<file path="src/rtl/lbic_pkg.sv">
package lbic_pkg;

  typedef enum logic [1:0] {
    SZ_BYTE  = 2'd0,
    SZ_HALF  = 2'd1,
    SZ_WORD  = 2'd2,
    SZ_WORD2 = 2'd3
  } acc_size_e;

  // number of byte lanes an access of this size touches
  function automatic int unsigned lane_count(acc_size_e sz);
    case (sz)
      SZ_BYTE: return 1;
      SZ_HALF: return 2;
      default: return 4;
    endcase
  endfunction

endpackage

</file>
<file path="src/rtl/lbic_lane_dec.sv">
module lbic_lane_dec
  import lbic_pkg::*;
#(
  parameter int unsigned NUM_LANES  = 4,
  parameter int unsigned REG_ADDR_W = 12
) (
  input  logic                                  req_i,
  input  logic [1:0]                            size_i,
  input  logic [REG_ADDR_W-1:0]                 base_i,
  output logic [NUM_LANES-1:0][REG_ADDR_W-1:0]  lane_addr_o,
  output logic [NUM_LANES-1:0]                  lane_en_o
);

  int unsigned n_act;
  assign n_act = lane_count(acc_size_e'(size_i));

  for (genvar k = 0; k < NUM_LANES; k++) begin : g_lane
    // wraps inside the register space
    assign lane_addr_o[k] = base_i + REG_ADDR_W'(k);
    assign lane_en_o[k]   = req_i && (k < n_act);
  end

endmodule

</file>
<file path="src/rtl/lbic_mask_reg.sv">
module lbic_mask_reg #(
  parameter int unsigned NUM_SRC    = 16,
  parameter int unsigned NUM_LANES  = 4,
  parameter int unsigned REG_ADDR_W = 12,
  parameter int unsigned MASK_OFS   = 2,
  localparam int unsigned MASK_BYTES = NUM_SRC / 8,
  localparam int unsigned DATA_W     = NUM_LANES * 8
) (
  input  logic                                 clk_i,
  input  logic                                 rst_ni,
  input  logic                                 wr_i,
  input  logic [NUM_LANES-1:0][REG_ADDR_W-1:0] lane_addr_i,
  input  logic [NUM_LANES-1:0]                 lane_en_i,
  input  logic [DATA_W-1:0]                    wdata_i,
  output logic [NUM_SRC-1:0]                   mask_q_o,
  output logic [NUM_SRC-1:0]                   mask_nxt_o
);

  logic [NUM_SRC-1:0] mask_q;

  for (genvar j = 0; j < MASK_BYTES; j++) begin : g_mbyte
    always_comb begin
      mask_nxt_o[8*j +: 8] = mask_q[8*j +: 8];
      for (int k = 0; k < NUM_LANES; k++) begin
        if (wr_i && lane_en_i[k] &&
            lane_addr_i[k] == REG_ADDR_W'(MASK_OFS + j))
          mask_nxt_o[8*j +: 8] = wdata_i[8*k +: 8];
      end
    end
  end

  always_ff @(posedge clk_i or negedge rst_ni) begin
    if (!rst_ni) mask_q <= '0;
    else         mask_q <= mask_nxt_o;
  end

  assign mask_q_o = mask_q;

endmodule

</file>
<file path="src/rtl/lbic_src_sync.sv">
module lbic_src_sync #(
  parameter int unsigned NUM_SRC = 16
) (
  input  logic               clk_i,
  input  logic               rst_ni,
  input  logic [NUM_SRC-1:0] irq_i,
  input  logic [NUM_SRC-1:0] mask_nxt_i,
  output logic [NUM_SRC-1:0] src_q_o,
  output logic               irq_o
);

  logic [NUM_SRC-1:0] src_q;
  logic               irq_q;

  // combined output uses next-state values so it stays coherent with src_q & mask_q
  always_ff @(posedge clk_i or negedge rst_ni) begin
    if (!rst_ni) begin
      src_q <= '0;
      irq_q <= 1'b0;
    end else begin
      src_q <= irq_i;
      irq_q <= |(irq_i & mask_nxt_i);
    end
  end

  assign src_q_o = src_q;
  assign irq_o   = irq_q;

endmodule

</file>
<file path="src/rtl/lbic_prio_enc.sv">
module lbic_prio_enc #(
  parameter int unsigned NUM_SRC = 16,
  localparam int unsigned IDX_W  = (NUM_SRC > 1) ? $clog2(NUM_SRC) : 1
) (
  input  logic [NUM_SRC-1:0] pend_i,
  output logic [7:0]         vec_o
);

  logic             found;
  logic [IDX_W-1:0] idx;
  logic [7:0]       code;

  // scan downward so the lowest index wins
  always_comb begin
    found = 1'b0;
    idx   = '0;
    for (int i = NUM_SRC - 1; i >= 0; i--) begin
      if (pend_i[i]) begin
        found = 1'b1;
        idx   = IDX_W'(i);
      end
    end
  end

  assign code  = 8'(idx) + 8'd1;
  assign vec_o = found ? (code << 2) : 8'd0;

endmodule

</file>
<file path="src/rtl/lbic_rd_mux.sv">
module lbic_rd_mux #(
  parameter int unsigned NUM_LANES  = 4,
  parameter int unsigned REG_ADDR_W = 12,
  parameter int unsigned VEC_OFS    = 0
) (
  input  logic                                 rd_i,
  input  logic [NUM_LANES-1:0][REG_ADDR_W-1:0] lane_addr_i,
  input  logic [NUM_LANES-1:0]                 lane_en_i,
  input  logic [7:0]                           vec_i,
  output logic [NUM_LANES*8-1:0]               rdata_o
);

  for (genvar k = 0; k < NUM_LANES; k++) begin : g_rlane
    assign rdata_o[8*k +: 8] =
      (rd_i && lane_en_i[k] && lane_addr_i[k] == REG_ADDR_W'(VEC_OFS)) ? vec_i : 8'd0;
  end

endmodule

</file>
<file path="src/rtl/lbus_irq_ctrl.sv">
module lbus_irq_ctrl #(
  parameter int unsigned NUM_SRC    = 16,
  parameter int unsigned BUS_ADDR_W = 16,
  parameter int unsigned REG_ADDR_W = 12,
  parameter int unsigned DATA_W     = 32,
  parameter int unsigned VEC_OFS    = 0,
  parameter int unsigned MASK_OFS   = 2,
  localparam int unsigned NUM_LANES = DATA_W / 8
) (
  input  logic                  clk_i,
  input  logic                  rst_ni,
  input  logic                  req_i,
  input  logic                  we_i,
  input  logic [1:0]            size_i,
  input  logic [BUS_ADDR_W-1:0] addr_i,
  input  logic [DATA_W-1:0]     wdata_i,
  output logic [DATA_W-1:0]     rdata_o,
  input  logic [NUM_SRC-1:0]    irq_i,
  output logic                  irq_o
);

  logic [NUM_LANES-1:0][REG_ADDR_W-1:0] lane_addr;
  logic [NUM_LANES-1:0]                 lane_en;
  logic [NUM_SRC-1:0]                   mask_q, mask_nxt, src_q, pend;
  logic [7:0]                           vec;
  logic                                 unused_hi_addr;

  assign unused_hi_addr = ^addr_i[BUS_ADDR_W-1:REG_ADDR_W];

  lbic_lane_dec #(
    .NUM_LANES (NUM_LANES),
    .REG_ADDR_W(REG_ADDR_W)
  ) u_lane_dec (
    .req_i      (req_i),
    .size_i     (size_i),
    .base_i     (addr_i[REG_ADDR_W-1:0]),
    .lane_addr_o(lane_addr),
    .lane_en_o  (lane_en)
  );

  lbic_mask_reg #(
    .NUM_SRC   (NUM_SRC),
    .NUM_LANES (NUM_LANES),
    .REG_ADDR_W(REG_ADDR_W),
    .MASK_OFS  (MASK_OFS)
  ) u_mask (
    .clk_i      (clk_i),
    .rst_ni     (rst_ni),
    .wr_i       (we_i),
    .lane_addr_i(lane_addr),
    .lane_en_i  (lane_en),
    .wdata_i    (wdata_i),
    .mask_q_o   (mask_q),
    .mask_nxt_o (mask_nxt)
  );

  lbic_src_sync #(
    .NUM_SRC(NUM_SRC)
  ) u_src (
    .clk_i     (clk_i),
    .rst_ni    (rst_ni),
    .irq_i     (irq_i),
    .mask_nxt_i(mask_nxt),
    .src_q_o   (src_q),
    .irq_o     (irq_o)
  );

  assign pend = src_q & mask_q;

  lbic_prio_enc #(
    .NUM_SRC(NUM_SRC)
  ) u_prio (
    .pend_i(pend),
    .vec_o (vec)
  );

  lbic_rd_mux #(
    .NUM_LANES (NUM_LANES),
    .REG_ADDR_W(REG_ADDR_W),
    .VEC_OFS   (VEC_OFS)
  ) u_rd (
    .rd_i       (!we_i),
    .lane_addr_i(lane_addr),
    .lane_en_i  (lane_en),
    .vec_i      (vec),
    .rdata_o    (rdata_o)
  );

endmodule

</file>
<file path="config.mk">
export PLATFORM = sky130hd
export DESIGN_NAME = lbus_irq_ctrl
export DESIGN_NICKNAME = d
export VERILOG_FILES = /design/src/rtl/lbic_pkg.sv /design/src/rtl/lbic_lane_dec.sv /design/src/rtl/lbic_mask_reg.sv /design/src/rtl/lbic_src_sync.sv /design/src/rtl/lbic_prio_enc.sv /design/src/rtl/lbic_rd_mux.sv /design/src/rtl/lbus_irq_ctrl.sv
export SDC_FILE = /design/constraint.sdc
export NUM_CORES = 1
export LEC_CHECK = 0
export CAP_MARGIN = 20
export CORE_MARGIN = 5
export CORE_UTILIZATION = 30
export CTS_BUF_LIST = sky130_fd_sc_hd__clkbuf_4 sky130_fd_sc_hd__clkbuf_8 sky130_fd_sc_hd__clkbuf_16
export DETAILED_ROUTE_END_ITERATION = 8
export GPL_TIMING_DRIVEN = 0
export SYNTH_ARGS = -nofsm -noshare
export SYNTH_HDL_FRONTEND = slang
export SYNTH_SLANG_ARGS = --single-unit
export TNS_END_PERCENT = 100
</file>
<file path="constraint.sdc">
create_clock -name clk_i -period 7.39 [get_ports clk_i]
set_input_delay 1.1085 -clock clk_i [delete_from_list [all_inputs] [get_ports clk_i]]
set_output_delay 1.1085 -clock clk_i [all_outputs]
set_load 0.02 [all_outputs]
</file>
; ---- Yosys cells after proc, flatten, opt, wreduce, memory -nomap -nowiden
; Cells that the tools add are included.
[op_classes]
add_sub_neg = 4
n_mul = 0
div = 0
order_cmp = 4
n_eq_ne = 9
n_shift = 0
n_mux = 46
bitwise = 2
n_reduce_logical = 31
[op_table]
columns = cell, n
row1 = 2-to-1 mux 8 bit, 13
row2 = "== test 12 x 2 -> 1 bit, second input constant", 8
row3 = 2-to-1 mux 4 bit, 16
row4 = zero test 12 bit, 4
row5 = AND 16 bit, 2
row6 = "adder 12 x 2 -> 12 bit, second input constant", 2
row7 = logical AND 1 bit, 24
row8 = 2-to-1 mux 1 bit, 16
row9 = OR reduction 16 bit, 1
row10 = "adder 12 x 1 -> 12 bit, second input constant", 1
row11 = "less-than comparator 1 x 3 -> 1 bit, first input constant", 2
row12 = "less-than comparator 2 x 3 -> 1 bit, first input constant", 2
row13 = case mux 3 bit (2 select lines), 1
row14 = "adder 4 x 1 -> 5 bit, second input constant", 1
row15 = "== test 2 x 1 -> 1 bit, second input constant", 1
row16 = zero test 2 bit, 1
row17 = zero test 1 bit, 1
[totals]
register_bits = 33
latchBits = 0
mem_bits_rw = 0
rom_bits = 0
out_inout_bits = 33
mem_count = 0

; ---- Depth between registers and ports, before layout
[logic_depth]
word_depth = 20
ltp_mapped = 13
mapped_depth_nobuf = 12

; ---- By module
; A second synthesis with hierarchy kept.
[hier_totals]
cells_unflattened = 427
area_unflattened_um2 = 3957.5
[modules_own_cells]
columns = mod, n_inst, cells_per_inst, area_per_inst_um2, seq_area_each_um2
row1 = lbic_mask_reg, 1, 145, 1360.1, 400.4
row2 = lbic_rd_mux, 1, 88, 890.9, 0.0
row3 = lbic_lane_dec, 1, 102, 769.5, 0.0
row4 = lbic_src_sync, 1, 26, 526.8, 425.4
row5 = lbic_prio_enc, 1, 49, 306.5, 0.0
row6 = lbus_irq_ctrl, 1, 17, 103.8, 0.0

; ---- Worst setup path after synthesis
; OpenSTA, ideal clock, no wires.
[synth_timing]
path_type = input-to-output
start = input port addr_i[1]
end = output port rdata_o[30]
arrival_time_ps = 3232
t_required_ps = 6281
path_slack_ps = 3050
path_stages = 10
path_buffers = 1
path_cell_list = ha_1 buf_2 inv_1 a221oi_1 a31oi_1 a2111oi_0 nand2_1 nor4_1 nand3_1 nor2_1
[synth_between]
elab_chain_cells = 4
[synth_lines]
columns = item, line_no
row1 = from (decl), lbus_irq_ctrl.sv:15  ; input logic [BUS_ADDR_W-1:0] addr_i,
row2 = adder 12 x 2 -> 12 bit, lbic_lane_dec.sv:19  ; assign lane_addr_o[k] = base_i + REG_ADDR_W'(k);
row3 = zero test 12 bit, lbic_rd_mux.sv:15  ; (rd_i && lane_en_i[k] && lane_addr_i[k] == REG_ADDR_W'(VEC_OFS)) ? vec_i : 8'd0;
row4 = logical AND 1 bit, lbic_rd_mux.sv:15
row5 = 2-to-1 mux 8 bit, lbic_rd_mux.sv:15
row6 = to (decl), lbus_irq_ctrl.sv:17  ; output logic [DATA_W-1:0] rdata_o,
; No other way between the ends.

; ---- Worst setup path after layout
[layout_timing]
start = input port addr_i[1]
end = output port rdata_o[27]
; The elaborated chain is that of the path after synthesis.

==> results.toml <==
[placement]
dp_worst_setup_slack_ps = 1060
place_hpwl_um = 9250
port_buffers = 83
globalplace.congestion = 0.910

[logic_synthesis]
ys_seq_elements = 33
synth-async-reset-ratio_pct = 100
synth-edff-count = 0
netlist_instances = 393
synth_ff_type = "dfrtp_1"
synth_cell_types = 61
post_synth.cell_area_avg_um2 = 7.83
synth_sequential_area_ratio_pct = 26.9
synth-warning-count = 0
netlist_area_mm2 = 0.00308

[power]
p_leak_nw = 1.70
power.density_mw_per_mm2 = 107
vdd_ir_drop_max_mv = 0.0766

[routing]
wire_per_inst_um = 18.1
dr_total_vias = 3408
drtPass1Iterations = 6
post_drt_via_cell_ratio = 5.41
drt_iter0_markers = 317
drcViolationCount = 0
finalWirelength_um = 11400
route.antenna.remaining_nets = 0

[layout]
mostFrequentLayoutCells = "clkdlybuf4s50_1 (82), nor2_1 (63), nand2_1 (42)"
share_of_final_layout_standard_cells_stronger_than_drive_strength_1_pct = 10.1
final_net_count = 568
area_delta_synth_final_pct = 36.7
final_common_cell = "clkdlybuf4s50_1"
antenna_cells_inserted = 0

[floorplanning]
floorplan.io_pins = 103
overall_die_area_mm2 = 0.0124
starting_density_pct = 30.3
fp.dieW_um = 111
die_h_um = 111
placementRows = 37
fp.coreArea_mm2 = 0.0101

[sta]
timing_max_transition_violations_final = 0
layout_skew_ps = 2.37
timing.fmax_ghz = 0.154
fin_tns_setup_ps = 0
fin_crit_sh_pct = 87.9
slew_headroom_pct = 33.1
worst_slew_pin_slew_ps = 995
layout_setup_ws_ps = 892
setup_violations = 0
grt_setup_unrepaired = "no"
period_minus_slack_ps = 6500
hold_viol_final = 0

[critical_path]
critical_path_buf_inv_count = 4
critical_path.top_delay_family = "simple AND/OR/NAND/NOR gates"
cpMaxStageDelayCell = "nor4_1"
setup.worst_path.class = "input pin to output pin"
endpoint_kind = "output pin"
critical_path.most_common_cell = "clkdlybuf4s50_1"
startpoint_type = "input pin"
worstPathCellList = "clkdlybuf4s50_1, ha_1, buf_2, inv_1, a221oi_1, a31oi_1, a2111oi_0, nand2_1, nor4_1, nand3_1, nor2_1, clkdlybuf4s50_1"
data_arrival_time_of_the_critical_path_ps = 5390
highest_fanout_seen_on_the_critical_path = 9
max_stage_delay_on_crit_path_ps = 880
required_time_at_the_endpoint_of_the_critical_path_ps = 6280

[run]
number_of_max_cap_violations = 0

[clock_tree]
post_cts.resized_instances = 0
clk_pin_slew_worst_paths_ps = 60
post_cts_buffers = 0
clkLatencyLatePin_ps = 290
tritoncts = "done"
cts-htree-levels = 2
tritoncts.num_buffers = 5
clk_tree_root_cell = "clkbuf_8"
cts_sinks = 33
post_cts_hold_buffer_count = 0
maximum_buffer_depth_of_the_clock_tree = 2

[global_routing]
grt_max_degree = 34
grt_util_all_layers_pct = 18.0
initial_antenna_violation_count = 0
grt_first_pass_wirelength_um = 18100
gr-total-overflow = 0
first_global_vias = 3395

[outcome]
run_status = "finished, final reports clean"

[min_path]
worst_hold_path_type = "register to register"
cell usage after synthesis (6+ instances only):
master	number	share of area, %
mux2i_1	27	8.8
nor2_1	63	7.7
nor2b_1	7	1.4
a21oi_1	36	5.9
and2_1	8	1.6
nand4_1	6	1.2
inv_1	8	0.98
a22oi_1	17	4.1
dfrtp_1	33	27
buf_4	13	3.2
o21ai_0	15	2.4
clkbuf_1	7	0.85
a31oi_1	6	1.2
nand3_1	14	2.3
nor3_1	6	0.98
nand2_1	42	5.1
routing by layer:
layer  GRT usage [%]  wire [um]  up-vias
li1                -          -     1618
met1            24.0       4940     1620
met2            29.3       5350      147
met5               0          0        -
met4            4.87        208        0
met3            4.37        907       23
logic make-up after synthesis:
family / share of synthesized area [%]
buf+inv: 6.18
compound gates: 23.0
fa+ha+maj: 1.63
other cells: 0.122
mux: 12.3
simple gates: 29.3
flops: 26.9
xor+xnor: 0.570
path summary, 6_finish.rpt:
| path | end | cells after the start | start | slack [ps] |
|---|---|---|---|---|
| setup / recovery | rdata_o[27] | 12 | addr_i[1] | 890 |
| hold / removal | u_mask.mask_q_o[9]$_DFF_PN0_ | 4 | u_mask.mask_q_o[9]$_DFF_PN0_ | 830 |
| setup reg to reg | u_src.irq_o$_DFF_PN0_ | 6 | u_mask.mask_q_o[3]$_DFF_PN0_ | 5660 |
| hold reg to reg | u_mask.mask_q_o[9]$_DFF_PN0_ | 4 | u_mask.mask_q_o[9]$_DFF_PN0_ | 830 |
| max in group asynchronous | u_mask.mask_q_o[1]$_DFF_PN0_ | 1 | rst_ni | 6030 |
| min in group asynchronous | u_src.src_q_o[14]$_DFF_PN0_ | 1 | rst_ni | 880 |
cell type report:
type / count / area, um^2
Fill cell: 1037 / 5940
Multi-Input combinational cell: 337 / 2100
Sequential cell: 33 / 826
Timing Repair Buffer: 83 / 826
Tap cell: 136 / 170
Buffer: 26 / 160
Clock buffer: 6 / 82.6
Inverter: 8 / 30.0
Clock inverter: 1 / 7.51
where the power goes:
group / switching, mW / internal, mW
clock: 0.0646 / 0.0735
combinational: 0.0667 / 0.0554
sequential: 0.00301 / 0.187
total: 0.134 / 0.316
registers in the layout, indices dropped and copies added (netlist names):
register         flops
u_src.src_q_o       16
u_src.irq_o          1
u_mask.mask_q_o     16
metrics by stage:
step	util (%)	instances	hold slack, ps	power (mW)	instance area [um^2]
finish	41.5	630	833	0.450	4200
floorplan	-	404	741	0.245	3120
global route	41.5	630	869	0.469	4200
global placement	40.6	623	784	0.312	4120
detailed placement	40.6	623	816	0.313	4110
CTS	41.5	630	831	0.451	4200
worst register-to-register path, stage by stage, from the launching register on:
cell,delay (ps)
dfrtp_1,420
mux2_2,270
mux2_4,270
a22oi_2,170
o221ai_1,120
and3b_1,240
o211ai_1,110
Note: power is estimated with default switching activity, not from simulation.
